===== config.mk =====
export PLATFORM = sky130hd
export DESIGN_NAME = duo_indirect_regs
export DESIGN_NICKNAME = d
export VERILOG_FILES = /design/src/rtl/duo_regs_pkg.sv /design/src/rtl/duo_chan_bank.sv /design/src/rtl/duo_read_map.sv /design/src/rtl/duo_indirect_regs.sv
export SDC_FILE = /design/constraint.sdc
export NUM_CORES = 1
export LEC_CHECK = 0
export BUFFER_PORTS_ARGS = -buffer_cell sky130_fd_sc_hd__buf_2
export CAP_MARGIN = 10
export CORE_MARGIN = 4
export CORE_UTILIZATION = 35
export CTS_CLUSTER_DIAMETER = 30
export CTS_CLUSTER_SIZE = 30
export DETAILED_ROUTE_END_ITERATION = 6
export PLACE_DENSITY = 0.56
export SLEW_MARGIN = 5
export SYNTH_ARGS = -nofsm -noshare
export SYNTH_HDL_FRONTEND = slang
export SYNTH_HIERARCHICAL = 1
export SYNTH_SLANG_ARGS = --single-unit

===== constraint.sdc =====
create_clock -name clk -period 4.9 [get_ports clk]
set_input_delay 0.735 -clock clk [delete_from_list [all_inputs] [get_ports clk]]
set_output_delay 0.735 -clock clk [all_outputs]
set_load 0.03 [all_outputs]

===== src/rtl/duo_regs_pkg.sv =====
package duo_regs_pkg;
  localparam int unsigned DATA_W    = 8;
  localparam int unsigned NUM_CH    = 2;
  localparam int unsigned PTR_W     = 4;
  localparam int unsigned NUM_REGS  = 1 << PTR_W;
  localparam int unsigned PEND_W    = 6;
  localparam int unsigned ALT7_SLOT = 8;   // storage slot reused for the alternate option register
  localparam int unsigned DPLL_KEEP = 5;   // register 14 stores only its low bits

  typedef logic [DATA_W-1:0] byte_t;

  // Highest pending interrupt source encoded for the modified vector.
  function automatic logic [2:0] vec_code(input logic [PEND_W-1:0] p);
    if (p[5])      return 3'b110;
    else if (p[4]) return 3'b100;
    else if (p[3]) return 3'b101;
    else if (p[2]) return 3'b010;
    else if (p[1]) return 3'b000;
    else if (p[0]) return 3'b001;
    else           return 3'b011;
  endfunction

  // Slots that each channel keeps locally (0 is the command, 2 and 9 are shared).
  function automatic bit slot_kept(input int unsigned i);
    return !(i == 0 || i == 2 || i == 9);
  endfunction
endpackage


===== src/rtl/duo_chan_bank.sv =====
module duo_chan_bank import duo_regs_pkg::*; (
  input  logic                            clk,
  input  logic                            rst_n,
  input  logic                            ctl_we,
  input  logic                            ctl_re,
  input  byte_t                           wdata,
  output logic [PTR_W-1:0]                ptr_o,
  output logic [NUM_REGS-1:0][DATA_W-1:0] regs_o
);
  localparam logic [PTR_W:0] TGT_NONE = (PTR_W+1)'(NUM_REGS);

  logic [PTR_W-1:0] ptr_q;
  logic [PTR_W:0]   tgt;
  byte_t            slot_q [NUM_REGS];

  // Address 7 is steered by register 15 bit 0; address 8 is the data byte, never stored.
  always_comb begin
    tgt = {1'b0, ptr_q};
    if (ptr_q == PTR_W'(7) && slot_q[15][0]) tgt = (PTR_W+1)'(ALT7_SLOT);
    else if (ptr_q == PTR_W'(8))             tgt = TGT_NONE;
  end

  generate
    for (genvar i = 0; i < NUM_REGS; i++) begin : g_slot
      if (slot_kept(i)) begin : g_keep
        localparam byte_t MASK = (i == 14) ? byte_t'((1 << DPLL_KEEP) - 1) : '1;
        always_ff @(posedge clk or negedge rst_n) begin
          if (!rst_n)
            slot_q[i] <= '0;
          else if (ctl_we && ptr_q != '0 && tgt == (PTR_W+1)'(i))
            slot_q[i] <= wdata & MASK;
        end
      end else begin : g_none
        assign slot_q[i] = '0;
      end
      assign regs_o[i] = slot_q[i];
    end
  endgenerate

  always_ff @(posedge clk or negedge rst_n) begin
    if (!rst_n)
      ptr_q <= '0;
    else if (ctl_we && ptr_q == '0)
      ptr_q <= {wdata[5:3] == 3'b001, wdata[2:0]};
    else if (ctl_we || ctl_re)
      ptr_q <= '0;
  end

  assign ptr_o = ptr_q;

  // a register access always returns the pointer to zero
  a_r3_ptr_return: assert property (@(posedge clk) disable iff (!rst_n)
    ((ctl_we || ctl_re) && ptr_q != '0) |=> (ptr_q == '0));

  // the pointer only becomes nonzero through a command write
  a_r2_ptr_source: assert property (@(posedge clk) disable iff (!rst_n)
    (!$stable(ptr_q) && ptr_q != '0) |-> $past(ctl_we && ptr_q == '0));
endmodule


===== src/rtl/duo_read_map.sv =====
module duo_read_map import duo_regs_pkg::*; #(
  parameter bit IS_B = 1'b0
) (
  input  logic [PTR_W-1:0]                ptr,
  input  logic [NUM_REGS-1:0][DATA_W-1:0] regs,
  input  byte_t                           vec,
  input  logic                            vec_stat_en,
  input  logic [PEND_W-1:0]               pend,
  input  byte_t                           rr0,
  input  byte_t                           rr1,
  input  byte_t                           rr6,
  input  byte_t                           rr7,
  input  byte_t                           rr10,
  input  byte_t                           rx,
  output byte_t                           rdata
);
  logic  ext;
  byte_t vec_rd;
  byte_t pend_rd;

  assign ext = regs[ALT7_SLOT][6];

  generate
    if (IS_B) begin : g_b
      assign vec_rd  = vec_stat_en ? {vec[7:4], vec_code(pend), vec[0]} : vec;
      assign pend_rd = '0;
    end else begin : g_a
      assign vec_rd  = vec;
      assign pend_rd = byte_t'(pend);
    end
  endgenerate

  always_comb begin
    unique case (ptr)
      4'd0:    rdata = rr0;
      4'd1:    rdata = rr1;
      4'd2:    rdata = vec_rd;
      4'd3:    rdata = pend_rd;
      4'd4:    rdata = ext ? regs[4]  : '0;
      4'd5:    rdata = ext ? regs[5]  : '0;
      4'd6:    rdata = rr6;
      4'd7:    rdata = rr7;
      4'd8:    rdata = rx;
      4'd9:    rdata = ext ? regs[3]  : '0;
      4'd10:   rdata = rr10;
      4'd11:   rdata = ext ? regs[10] : '0;
      4'd12:   rdata = regs[12];
      4'd13:   rdata = regs[13];
      4'd15:   rdata = regs[15];
      default: rdata = '0;
    endcase
  end
endmodule


===== src/rtl/duo_indirect_regs.sv =====
module duo_indirect_regs import duo_regs_pkg::*; (
  input  logic                     clk,
  input  logic                     rst_n,
  input  logic                     acc_en,
  input  logic                     acc_we,
  input  logic                     acc_ch,
  input  logic                     acc_dport,
  input  logic [7:0]               acc_wdata,
  output logic [7:0]               acc_rdata,
  input  logic [15:0]              stat_rr0,
  input  logic [15:0]              stat_rr1,
  input  logic [15:0]              stat_rr6,
  input  logic [15:0]              stat_rr7,
  input  logic [15:0]              stat_rr10,
  input  logic [15:0]              rx_byte,
  input  logic [5:0]               irq_pend,
  output logic [1:0]               tx_stb,
  output logic [7:0]               tx_byte,
  output logic [1:0]               rx_ack,
  output logic [1:0]               cmd_stb,
  output logic [2:0]               cmd_code,
  output logic [1:0]               crc_stb,
  output logic [1:0]               crc_code,
  output logic [1:0]               dpll_stb,
  output logic [2:0]               dpll_code,
  output logic                     chrst_a,
  output logic                     chrst_b,
  output logic                     hwrst
);
  logic [NUM_CH-1:0][PTR_W-1:0]                ptr_all;
  logic [NUM_CH-1:0][NUM_REGS-1:0][DATA_W-1:0] regs_all;
  logic [NUM_CH-1:0][DATA_W-1:0]               map_out;
  logic [NUM_CH-1:0]                           ctl_we_ch, ctl_re_ch;
  byte_t                                       vec_q;
  logic [5:0]                                  mic_q;

  logic             ctl_we, ctl_re, dat_we, dat_re;
  logic [PTR_W-1:0] ptr_sel;
  logic             cmd_we, wr2_we, wr9_we, wr14_we, tx_hit, rx_hit;
  logic [NUM_CH-1:0] ch_hot;

  assign ctl_we  = acc_en &&  acc_we && !acc_dport;
  assign ctl_re  = acc_en && !acc_we && !acc_dport;
  assign dat_we  = acc_en &&  acc_we &&  acc_dport;
  assign dat_re  = acc_en && !acc_we &&  acc_dport;
  assign ptr_sel = ptr_all[acc_ch];
  assign ch_hot  = NUM_CH'(1) << acc_ch;

  assign cmd_we  = ctl_we && ptr_sel == PTR_W'(0);
  assign wr2_we  = ctl_we && ptr_sel == PTR_W'(2);
  assign wr9_we  = ctl_we && ptr_sel == PTR_W'(9);
  assign wr14_we = ctl_we && ptr_sel == PTR_W'(14);
  assign tx_hit  = dat_we || (ctl_we && ptr_sel == PTR_W'(8));
  assign rx_hit  = dat_re || (ctl_re && ptr_sel == PTR_W'(8));

  generate
    for (genvar c = 0; c < NUM_CH; c++) begin : g_ch
      assign ctl_we_ch[c] = ctl_we && acc_ch == 1'(c);
      assign ctl_re_ch[c] = ctl_re && acc_ch == 1'(c);

      duo_chan_bank i_bank (
        .clk    (clk),
        .rst_n  (rst_n),
        .ctl_we (ctl_we_ch[c]),
        .ctl_re (ctl_re_ch[c]),
        .wdata  (acc_wdata),
        .ptr_o  (ptr_all[c]),
        .regs_o (regs_all[c])
      );

      duo_read_map #(.IS_B(c == 1)) i_map (
        .ptr         (ptr_all[c]),
        .regs        (regs_all[c]),
        .vec         (vec_q),
        .vec_stat_en (mic_q[0]),
        .pend        (irq_pend),
        .rr0         (stat_rr0[c*DATA_W +: DATA_W]),
        .rr1         (stat_rr1[c*DATA_W +: DATA_W]),
        .rr6         (stat_rr6[c*DATA_W +: DATA_W]),
        .rr7         (stat_rr7[c*DATA_W +: DATA_W]),
        .rr10        (stat_rr10[c*DATA_W +: DATA_W]),
        .rx          (rx_byte[c*DATA_W +: DATA_W]),
        .rdata       (map_out[c])
      );
    end
  endgenerate

  assign acc_rdata = acc_dport ? rx_byte[acc_ch*DATA_W +: DATA_W] : map_out[acc_ch];

  // Shared registers: one copy, written from either channel.
  always_ff @(posedge clk or negedge rst_n) begin
    if (!rst_n) begin
      vec_q <= '0;
      mic_q <= '0;
    end else begin
      if (wr2_we) vec_q <= acc_wdata;
      if (wr9_we) mic_q <= acc_wdata[5:0];
    end
  end

  // One-cycle strobes decoded from the access.
  always_ff @(posedge clk or negedge rst_n) begin
    if (!rst_n) begin
      tx_stb <= '0; tx_byte <= '0; rx_ack <= '0;
      cmd_stb <= '0; cmd_code <= '0; crc_stb <= '0; crc_code <= '0;
      dpll_stb <= '0; dpll_code <= '0;
      chrst_a <= 1'b0; chrst_b <= 1'b0; hwrst <= 1'b0;
    end else begin
      tx_stb   <= tx_hit ? ch_hot : '0;
      rx_ack   <= rx_hit ? ch_hot : '0;
      if (tx_hit) tx_byte <= acc_wdata;
      cmd_stb  <= (cmd_we && acc_wdata[5:4] != 2'b00) ? ch_hot : '0;
      if (cmd_we) cmd_code <= acc_wdata[5:3];
      crc_stb  <= (cmd_we && acc_wdata[7:6] != 2'b00) ? ch_hot : '0;
      if (cmd_we) crc_code <= acc_wdata[7:6];
      dpll_stb <= (wr14_we && acc_wdata[7:5] != 3'b000) ? ch_hot : '0;
      if (wr14_we) dpll_code <= acc_wdata[7:5];
      chrst_b  <= wr9_we && acc_wdata[7:6] == 2'b01;
      chrst_a  <= wr9_we && acc_wdata[7:6] == 2'b10;
      hwrst    <= wr9_we && acc_wdata[7:6] == 2'b11;
    end
  end

  // at most one channel gets a transmit byte per cycle, and only after a write
  a_r11_tx_onehot: assert property (@(posedge clk) disable iff (!rst_n) $onehot0(tx_stb));
  a_r11_tx_cause: assert property (@(posedge clk) disable iff (!rst_n)
    (tx_stb != '0) |-> $past(acc_en && acc_we));
  // reset commands are mutually exclusive
  a_r6_reset_onehot: assert property (@(posedge clk) disable iff (!rst_n)
    $onehot0({chrst_a, chrst_b, hwrst}));
  // the shared vector only changes after a register 2 write
  a_r5_vec_hold: assert property (@(posedge clk) disable iff (!rst_n)
    !$past(wr2_we) |-> $stable(vec_q));
  // a clock recovery strobe follows a register 14 write
  a_r7_dpll_cause: assert property (@(posedge clk) disable iff (!rst_n)
    (dpll_stb != '0) |-> $past(wr14_we));
endmodule


==> impl_results.md, run 1 <==
- GR Util All Layers: 20.4%
- Post-route ant nets: 0
- Met2 Routed Length: 14300 µm
- Setup Total Neg Slack: 0 ns
- Post-CTS Resized: 0
- Crit path arrival time: 3.42 ns
- Part of the cycle the worst path needs: 84.8%
- Hold buffer count at cts: 0
- Die Ht: 174 µm
- Worst setup EP type: primary output
- Worst Skew: 0.0148 ns
- Clk root buf: clkbuf_16
- Detailed-route via count: 7705
- Commonest non-fill, non-tap cells in the layout: dfrtp_1 (155), buf_2 (151), mux2_2 (103)
- Worst-Margin Slew: 1.01 ns
- Number of setup buffers added after CTS: 0
- Final #Nets: 1078
- DRC Markers: 0
- R2r endpoint: vec_q[4]
- CTS tree: done
- Mean area per synthesized cell: 11.3 µm²
- Initial core utilization: 35.6%
- Commonest non-fill, non-tap cell in the layout: dfrtp_1
- R2R setup slack: 2.46 ns
- Global route overflow: 0
- Crit path from: g_ch[1].i_bank/ptr_o[1]
- Die area: 0.0302 mm²
- Row count: 60
- Clk slew on worst S/H paths: 0.07 ns
- Die Wd: 174 µm
- Worst endpoint required time: 4.16 ns
- Endpoints failing setup: 0
- Yosys synthesis warning count: 6
- H-Tree Depth: 4
- CTS Sinks: 160
- Peak supply drop: 0.000228 V
- Pleak: 5.17 nW
- Metal3 WL: 2100 µm
- Crit path to: acc_rdata[3]
- Wire length on met1: 14100 µm
- Synth Instances: 851
- Clock buffer depth: 2
- IO Port Bufs: 152
- RSZ-0062 raised after global routing: no
- Synthesized area: 0.00962 mm²
- Drt wl/cell: 23.7 µm
- Drt first pass iters: 6
- First-pass GRT wire length: 47900 µm
- Initial antenna violation count: 1
- Inserted Clock Buffers: 17
- Worst skew pair latency: 0.43 ns
- Post-synthesis net count: 967
- Slew headroom: 32.9%
- Initial DRC count: 768
- Max Clock Freq: 241 MHz
- Largest net degree at the start of global routing: 105
- Hold Crit Class: in2async
- Final wirelength: 31200 µm
- Crit-path max FO: 42
- Vias in the first global route: 7764
- Placed cell areas: 0.0105 mm²
- Core Area: 0.0270 mm²
- FF-to-FF path depth: 4
- Num ports: 153
- Area Growth Syn to Fin: 15.0%
- Startpoint types: flop
- Finished Cell Area: 0.0111 mm²
- Setup Crit Path Kind: reg2out
- Final RePlAce weighted congestion: 0.879
- R2r startpoint: g_ch[1].i_bank/ptr_o[0]
- Post-DP HPWL: 22200 µm
- Outcome: finished, final reports clean
- Share of cells above drive strength 1: 40.2%
- Final min period: 4.16 ns
- Maxcap violations: 0
- Final hold violation count: 0
- Final number of max-transition violations: 0
- Vias per inst: 5.85
- Top Metal Used: met4
- PwrDens: 351 mW/mm²
-- critical path: stages, from the launching register on --
cell and delay [ns]:
dfrtp_2 0.93, or2b_1 0.29, nor2_1 0.15, a2111oi_0 0.73, nand3b_1 0.14, mux4_2 0.54
buf_2 0.21
-- per-layer routing --
layer  GRT usage, %  vias up
met5              0        -
met4           5.71        0
met3           4.43       44
met2           31.7      303
met1           28.7     3886
li1               -     3472
-- sequential cells by signal, indices dropped and copies added (netlist names), 2 cells and up --
register	flops
g_ch.i_bank/ptr_o	8
cmd_stb	2
g_ch.i_bank/regs_o	114
dpll_code	3
crc_code	2
tx_stb	2
crc_stb	2
dpll_stb	2
tx_byte	8
rx_ack	2
cmd_code	3
vec_q	8
-- worst min-delay path by stage --
stage               slack (ns)   startpoint                         end  cells after the start
floorplan                 0.44        rst_n                     chrst_a                      0
global placement          0.48  crc_code[0]                 crc_code[0]                      1
detailed placement        0.49  crc_code[0]                 crc_code[0]                      1
CTS                       0.48        rst_n  g_ch[0].i_bank/regs_o[124]                      1
global route              0.48        rst_n  g_ch[0].i_bank/regs_o[124]                      1
finish                    0.42        rst_n  g_ch[0].i_bank/regs_o[124]                      1
-- area by class of cell --
class / count / area (µm²)
Fill cell: 2574 / 16000
Multi-Input combinational cell: 590 / 5090
Antenna cell: 2 / 5.00
Clock inverter: 14 / 120
Clock buffer: 18 / 429
Inverter: 26 / 97.6
Tap cell: 341 / 427
Sequential cell: 160 / 4010
Timing Repair Buffer: 167 / 880
-- report_power, final --
part	internal, W	leakage [nW]	switching, W
combinational	0.000436	2.73	0.000551
sequential	0.00144	2.17	0.000182
clock	0.000668	0.268	0.000596
-- stage by stage --
stage	power [W]	setup WS, ns	hold WS [ns]	utilization [%]	cells
after floorplan	0.00228	1.86	0.439	-	851
after global placement	0.00262	1.25	0.483	38.9	1284
after detailed placement	0.00263	1.20	0.490	38.9	1284
after CTS	0.00390	0.739	0.480	40.9	1316
after global routing	0.00406	0.572	0.484	40.9	1317
final	0.00388	0.745	0.418	40.9	1318
Power figures use the tool's default switching activity.
==> run 2: changes to the inputs <==
Settings changed: PLACE_DENSITY 0.56 to 0.58.
Clock period 4.9 ns to 3.5 ns, I/O delays scaled along.
==> impl_results.md, run 2 (same netlist as run 1, synthesis figures left out) <==
- IO Port Bufs: 152 (unchanged)
- H-Tree Depth: 4 (unchanged)
- Worst Skew: 0.0107 ns (-0.00408 ns)
- Initial DRC count: 836 (+8.9%)
- Core Area: 0.0270 mm² (unchanged)
- Initial antenna violation count: 3 (+2)
- DRC Markers: 0 (unchanged)
- Post-route worst setup slack: 0.0379 ns (-0.707 ns)
- Final number of max-transition violations: 0 (unchanged)
- Post-route ant nets: 0 (unchanged)
- GR Util All Layers: 21.2% (+0.79 points)
- PwrDens: 509 mW/mm² (+45%)
- RSZ-0062 raised after global routing: yes
- Worst slack, placed: 0.218 ns (-0.984 ns)
- Met2 Routed Length: 15500 µm (+8.4%)
- Slew headroom: 51.1% (+18 points)
- Worst endpoint required time: 2.97 ns (-1.19 ns)
- Worst-Margin Slew: 0.733 ns (-0.274 ns)
- Outcome: finished, final reports clean
- Final wirelength: 33000 µm (+5.5%)
- Power share of the combinational group: 27.3% (+1.8 points)
- Final hold violation count: 0 (unchanged)
- Metal3 WL: 2150 µm (+2.8%)
- Detailed-route via count: 7995 (+3.8%)
- Area Growth Syn to Fin: 20.0%
- Num ports: 153 (unchanged)
- Post-DP HPWL: 23300 µm (+5.2%)
- Worst path max stage delay: 0.54 ns (-0.39 ns)
- Share of cells above drive strength 1: 43.3% (+3.1 points)
- Startpoint types: flop
- Largest net degree at the start of global routing: 73 (-30%)
- Worst skew pair latency: 0.43 ns (about the same)
- Die Ht: 174 µm (unchanged)
- Internal: 0.00395 W (+55%)
- Final RePlAce weighted congestion: 0.925 (+5.2%)
- Crit path arrival time: 2.94 ns (-0.48 ns)
- CTS tree: done
- Clk root buf: clkbuf_16
- Commonest non-fill, non-tap cells in the layout: dfrtp_1 (152), buf_2 (150), mux2_2 (103)
- Final min period: 3.46 ns
- CTS Sinks: 160 (unchanged)
- Max reg flops: 114 (unchanged)
- Wire length on met1: 14800 µm (+4.8%)
- Global route overflow: 0 (unchanged)
- Die area: 0.0302 mm² (unchanged)
- Critical Path Slowest Stage Cell: mux4_2
- Crit-path max FO: 37 (-12%)
- Commonest non-fill, non-tap cell in the layout: dfrtp_1
- Seq pwr share: 37.5% (-4.4 points)
- Switching share of power: 32.8% (-1.5 points)
- Max Clock Freq: 289 MHz
- Peak supply drop: 0.000373 V (+63%)
- Pleak: 5.43 nW (+5.0%)
- Hold WS: 0.0708 ns (-0.347 ns)
- Setup Crit Path Kind: reg2out
- Drt wl/cell: 24.3 µm (+2.7%)
- First-pass GRT wire length: 49600 µm (+3.4%)
- Initial core utilization: 35.6% (unchanged)
- Endpoints failing setup: 0 (unchanged)
- Maxcap violations: 0 (unchanged)
- Net Switching: 0.00193 W (+45%)
- Clk pwr share: 35.2% (+2.6 points)
- Crit path buffers/inverters: 2 (+1)
- Fillers: 2589 (+0.58%)
- Critical path, cell by cell: buf_12 -> nand3b_1 -> nor2_1 -> a2111oi_0 -> o211ai_1 -> mux4_2 -> buf_2
- Worst setup EP type: primary output
- Die Wd: 174 µm (unchanged)
- Vias per inst: 5.90 (+1.0%)
- Inserted Clock Buffers: 17 (unchanged)
- Cell family with most CP delay: compound AO/OA/AOI/OAI gates
- Row count: 60 (unchanged)
- Part of the cycle the worst path needs: 98.9%
- Final #Nets: 1115 (+3.4%)
- Clock buffer depth: 2 (unchanged)
- Top Metal Used: met5
- Drt first pass iters: 5 (-1)
- Clk slew on worst S/H paths: 0.07 ns (about the same)
- Hold Crit Class: in2async
- Vias in the first global route: 7877 (+1.5%)
run 2: cell types whose count changed in the layout (fill, tap and decap cells not counted), sizes merged:
cell	change
clkinv	+1
clkbuf	-1
inv	-3
buf	+37
diode	-1
bufinv	+4
clkinvlp	-1
run 2: layout make-up:
type / count / area [µm²] / share of cell area [%]
Clock inverter: 15 / 224 / 1.94
Timing Repair Buffer: 204 / 1230 / 10.6
Multi-Input combinational cell: 590 / 5120 / 44.3
Sequential cell: 160 / 4020 / 34.8
Tap cell: 341 / 427 / 3.70
Clock buffer: 17 / 425 / 3.69
Inverter: 26 / 97.6 / 0.845
Antenna cell: 1 / 2.50 / 0.0217
run 2: what timing repair did:
action                                  4_1_cts  5_1_grt
setup buffers                                 4       10
hold buffers                                  0        0
resized for setup                             6       21
pin swaps                                     0        2
endpoints found under the setup margin        6        7
run 2: power groups by stage:
stage                     Combinational (W)  Sequential (W)  Clock, W
after global routing                0.00170         0.00222   0.00220
after detailed placement            0.00148         0.00226         0
after CTS                           0.00152         0.00221   0.00211
after floorplan                    0.000954         0.00224         0
after global placement              0.00147         0.00225         0
final                               0.00161         0.00220   0.00207
run 2: through the flow:
| step | total power (W) | utilization (%) | TNS, ns | std cells | instance area [µm²] |
|---|---|---|---|---|---|
| 6_report | 0.00588 | 42.7 | 0 | 1354 | 11500 |
| 5_1_grt | 0.00613 | 42.7 | -0.0142 | 1354 | 11500 |
| 3_5_place_dp | 0.00374 | 39.6 | 0 | 1307 | 10700 |
| 3_3_place_gp | 0.00372 | 39.6 | 0 | 1307 | 10700 |
| 4_1_cts | 0.00584 | 42.2 | -0.000430 | 1343 | 11400 |
| 2_1_floorplan | 0.00319 | - | 0 | 851 | 9620 |
run 2: layer usage:
metal  up-vias  track usage (%)
li1       3539                -
met1      4078             29.5
met2       339             33.7
met3        37             4.62
met4         2             4.98
met5         -                0
run 2: path summary, 6_finish.rpt:
check	start	end	slack (ns)	cells past startpoint
setup / recovery	g_ch[1].i_bank/ptr_o[3]	acc_rdata[0]	0.04	7
hold / removal	rst_n	g_ch[0].i_bank/regs_o[98]	0.07	1
setup reg to reg	g_ch[0].i_bank/ptr_o[1]	vec_q[2]	1.00	4
hold reg to reg	cmd_code[0]	cmd_code[0]	0.50	1
max in group asynchronous	rst_n	g_ch[0].i_bank/ptr_o[1]	2.44	2
min in group clk	acc_ch	cmd_stb[0]	0.42	2
==> run 3: changes to the inputs <==
Settings changed: BUFFER_PORTS_ARGS -buffer_cell sky130_fd_sc_hd__buf_2 to default, CORE_UTILIZATION 35 to 40, DONT_BUFFER_PORTS from default to 1, PLACE_DENSITY 0.58 to 0.6.
==> impl_results.md, run 3 (same netlist as run 1, synthesis figures left out) <==
- Outcome: finished with violations
- Failing checks: hold timing
- Row count: 56 (-6.7%)
- Share of cells above drive strength 1: 30.6% (-13 points)
- Detailed-route via count: 7267 (-9.1%)
- Worst endpoint required time: 2.97 ns (about the same)
- Slew headroom: 39.0% (-12 points)
- Placed cell count: 1121 (-14%)
- Vias in the first global route: 7173 (-8.9%)
- Max Clock Freq: 291 MHz (+0.72%)
- R2r endpoint: vec_q[2]
- Final RePlAce weighted congestion: 0.936 (+1.3%)
- Endpoints failing setup: 0 (unchanged)
- Global route overflow: 0 (unchanged)
- Crit-path max FO: 30 (-19%)
- Inserted Clock Buffers: 17 (unchanged)
- Worst slack, placed: 0.354 ns (+0.135 ns)
- Number of setup buffers added after CTS: 0 (-4)
- Worst setup EP type: primary output
- Peak supply drop: 0.000273 V (-27%)
- Part of the cycle the worst path needs: 98.2% (-0.70 points)
- Worst path max stage delay: 0.61 ns (+0.07 ns)
- Critical path, cell by cell: buf_4 -> mux2_1 -> nand2_1 -> o221ai_1 -> a211o_1 -> mux4_2
- Num ports: 153 (unchanged)
- Clk slew on worst S/H paths: 0.08 ns (about the same)
- Cell family with most CP delay: multiplexers
- Core Area: 0.0235 mm² (-13%)
- DRC Markers: 0 (unchanged)
- Die Ht: 163 µm (-6.2%)
- Final std cells w/o fill: 1156 (-15%)
- Crit path arrival time: 2.91 ns (-0.03 ns)
- Commonest non-fill, non-tap cells in the layout: dfrtp_1 (152), mux2_2 (103), mux2_4 (40)
- R2r startpoint: g_ch[0].i_bank/ptr_o[0]
- Post-route worst setup slack: 0.0626 ns (+0.0246 ns)
- RSZ-0062 raised after global routing: yes
- Drt first pass iters: 5 (unchanged)
- Post-route ant nets: 0 (unchanged)
- Initial core utilization: 40.9% (+5.3 points)
- R2R setup slack: 1.13 ns (+0.13 ns)
- Worst Skew: 0.00957 ns (-0.00114 ns)
- IO Port Bufs: 0 (-100%)
- Final #Nets: 937 (-16%)
- CTS Sinks: 160 (unchanged)
- First-pass GRT wire length: 46200 µm (-6.8%)
- Commonest non-fill, non-tap cell in the layout: dfrtp_1
- Hold Crit Class: in2async
- Pleak: 4.65 nW (-14%)
- Area Growth Syn to Fin: 8.82%
- Initial DRC count: 747 (-11%)
- H-Tree Depth: 4 (unchanged)
- Die Wd: 163 µm (-6.2%)
- Initial antenna violation count: 5 (+2)
- Maxcap violations: 0 (unchanged)
- Die area: 0.0266 mm² (-12%)
- Final min period: 3.44 ns (-0.0246 ns)
- CTS tree: done
- Crit path buffers/inverters: 1 (-1)
- Final hold violation count: 160 (+160)
- Hold WS: -0.215 ns (-0.285 ns)
- PwrDens: 530 mW/mm² (+4.0%)
- Clk root buf: clkbuf_16
- Worst skew pair latency: 0.43 ns (about the same)
- Vias per inst: 6.29 (+6.5%)
- Critical Path Slowest Stage Cell: dfrtp_4
- Clock buffer depth: 2 (unchanged)
- Setup Total Neg Slack: 0 ns (unchanged)
- Max reg flops: 114 (unchanged)
- Startpoint types: flop
- FF-to-FF path depth: 4 (unchanged)
- Largest net degree at the start of global routing: 161 (+120%)
- Post-DP HPWL: 21600 µm (-7.5%)
- Final wirelength: 30500 µm (-7.3%)
- Drt wl/cell: 26.4 µm (+8.5%)
- GR Util All Layers: 22.9% (+1.8 points)
- Setup Crit Path Kind: reg2out
- Final number of max-transition violations: 0 (unchanged)
- Worst-Margin Slew: 0.903 ns (+0.170 ns)
-- run 3: cell count changes in the layout (fill, tap and decap cells not counted), moves of 2 or more --
cell,before,now
a2111oi_1,1,3
buf_12,3,0
buf_2,150,0
buf_4,44,25
buf_6,5,1
buf_8,2,0
diode_2,1,3
inv_6,4,2
inv_8,2,5
-- run 3: final cells by class --
| cell class | count | area (µm²) |
|---|---|---|
| fill | 2238 | 13100 |
| multi-input combinational | 590 | 5090 |
| sequential | 160 | 4020 |
| clock buffer | 17 | 425 |
| tap | 319 | 399 |
| clock inverter | 15 | 224 |
| timing repair buffer | 26 | 199 |
| inverter | 26 | 97.6 |
| antenna | 3 | 7.51 |
-- run 3: metal layers --
metal | share of wire [%] | GRT usage [%] | up-vias | routed length (µm)
met3 | 8.9 | 6.71 | 57 | 2730
met5 | 0.21 | 0 | - | 63
met1 | 42 | 31.0 | 3673 | 12800
met4 | 2.3 | 6.29 | 10 | 704
met2 | 47 | 36.1 | 335 | 14300
li1 | - | - | 3192 | -
-- run 3: how the worst max path moves through the flow --
stage | startpoint | to | slack (ns) | cells after the start
2_1_floorplan | g_ch[0].i_bank/ptr_o[3] | acc_rdata[1] | 0.67 | 6
3_3_place_gp | g_ch[1].i_bank/ptr_o[3] | acc_rdata[2] | 0.39 | 5
3_5_place_dp | g_ch[1].i_bank/ptr_o[3] | acc_rdata[2] | 0.35 | 5
4_1_cts | g_ch[0].i_bank/ptr_o[3] | acc_rdata[1] | 0.03 | 5
5_1_grt | g_ch[1].i_bank/ptr_o[0] | acc_rdata[0] | -0.02 | 7
6_report | g_ch[1].i_bank/ptr_o[1] | acc_rdata[7] | 0.06 | 6
-- run 3: timing repair --
item	CTS	global route
endpoints found under the hold margin	160	160
gates resized for setup	3	6
endpoints found under the setup margin	2	5
-- run 3: metrics by stage --
step	util [%]	total power (W)	instance area, µm²	hold slack [ns]
final	44.5	0.00554	10500	-0.215
after global routing	44.4	0.00576	10500	-0.245
after detailed placement	41.6	0.00347	9790	0.234
after global placement	41.6	0.00346	9790	0.235
after floorplan	-	0.00319	9620	0.229
after CTS	44.4	0.00556	10400	-0.232
-- run 3: worst register-to-register path: cells and delay by family, from the launching register on --
kind,cells,cell delay [ns]
DFF,1,0.53
AOI/OAI and AO/OA,1,0.66
muxes,1,0.38
buffers and inverters,1,0.25
and+or+nand+nor,1,0.44
-- run 3: power breakdown --
group / total, W / switching (W) / internal [W]
sequential: 0.00233 / 0.000305 / 0.00203
combinational: 0.00113 / 0.000582 / 0.000549
clock: 0.00208 / 0.000858 / 0.00123
total: 0.00554 / 0.00174 / 0.00380
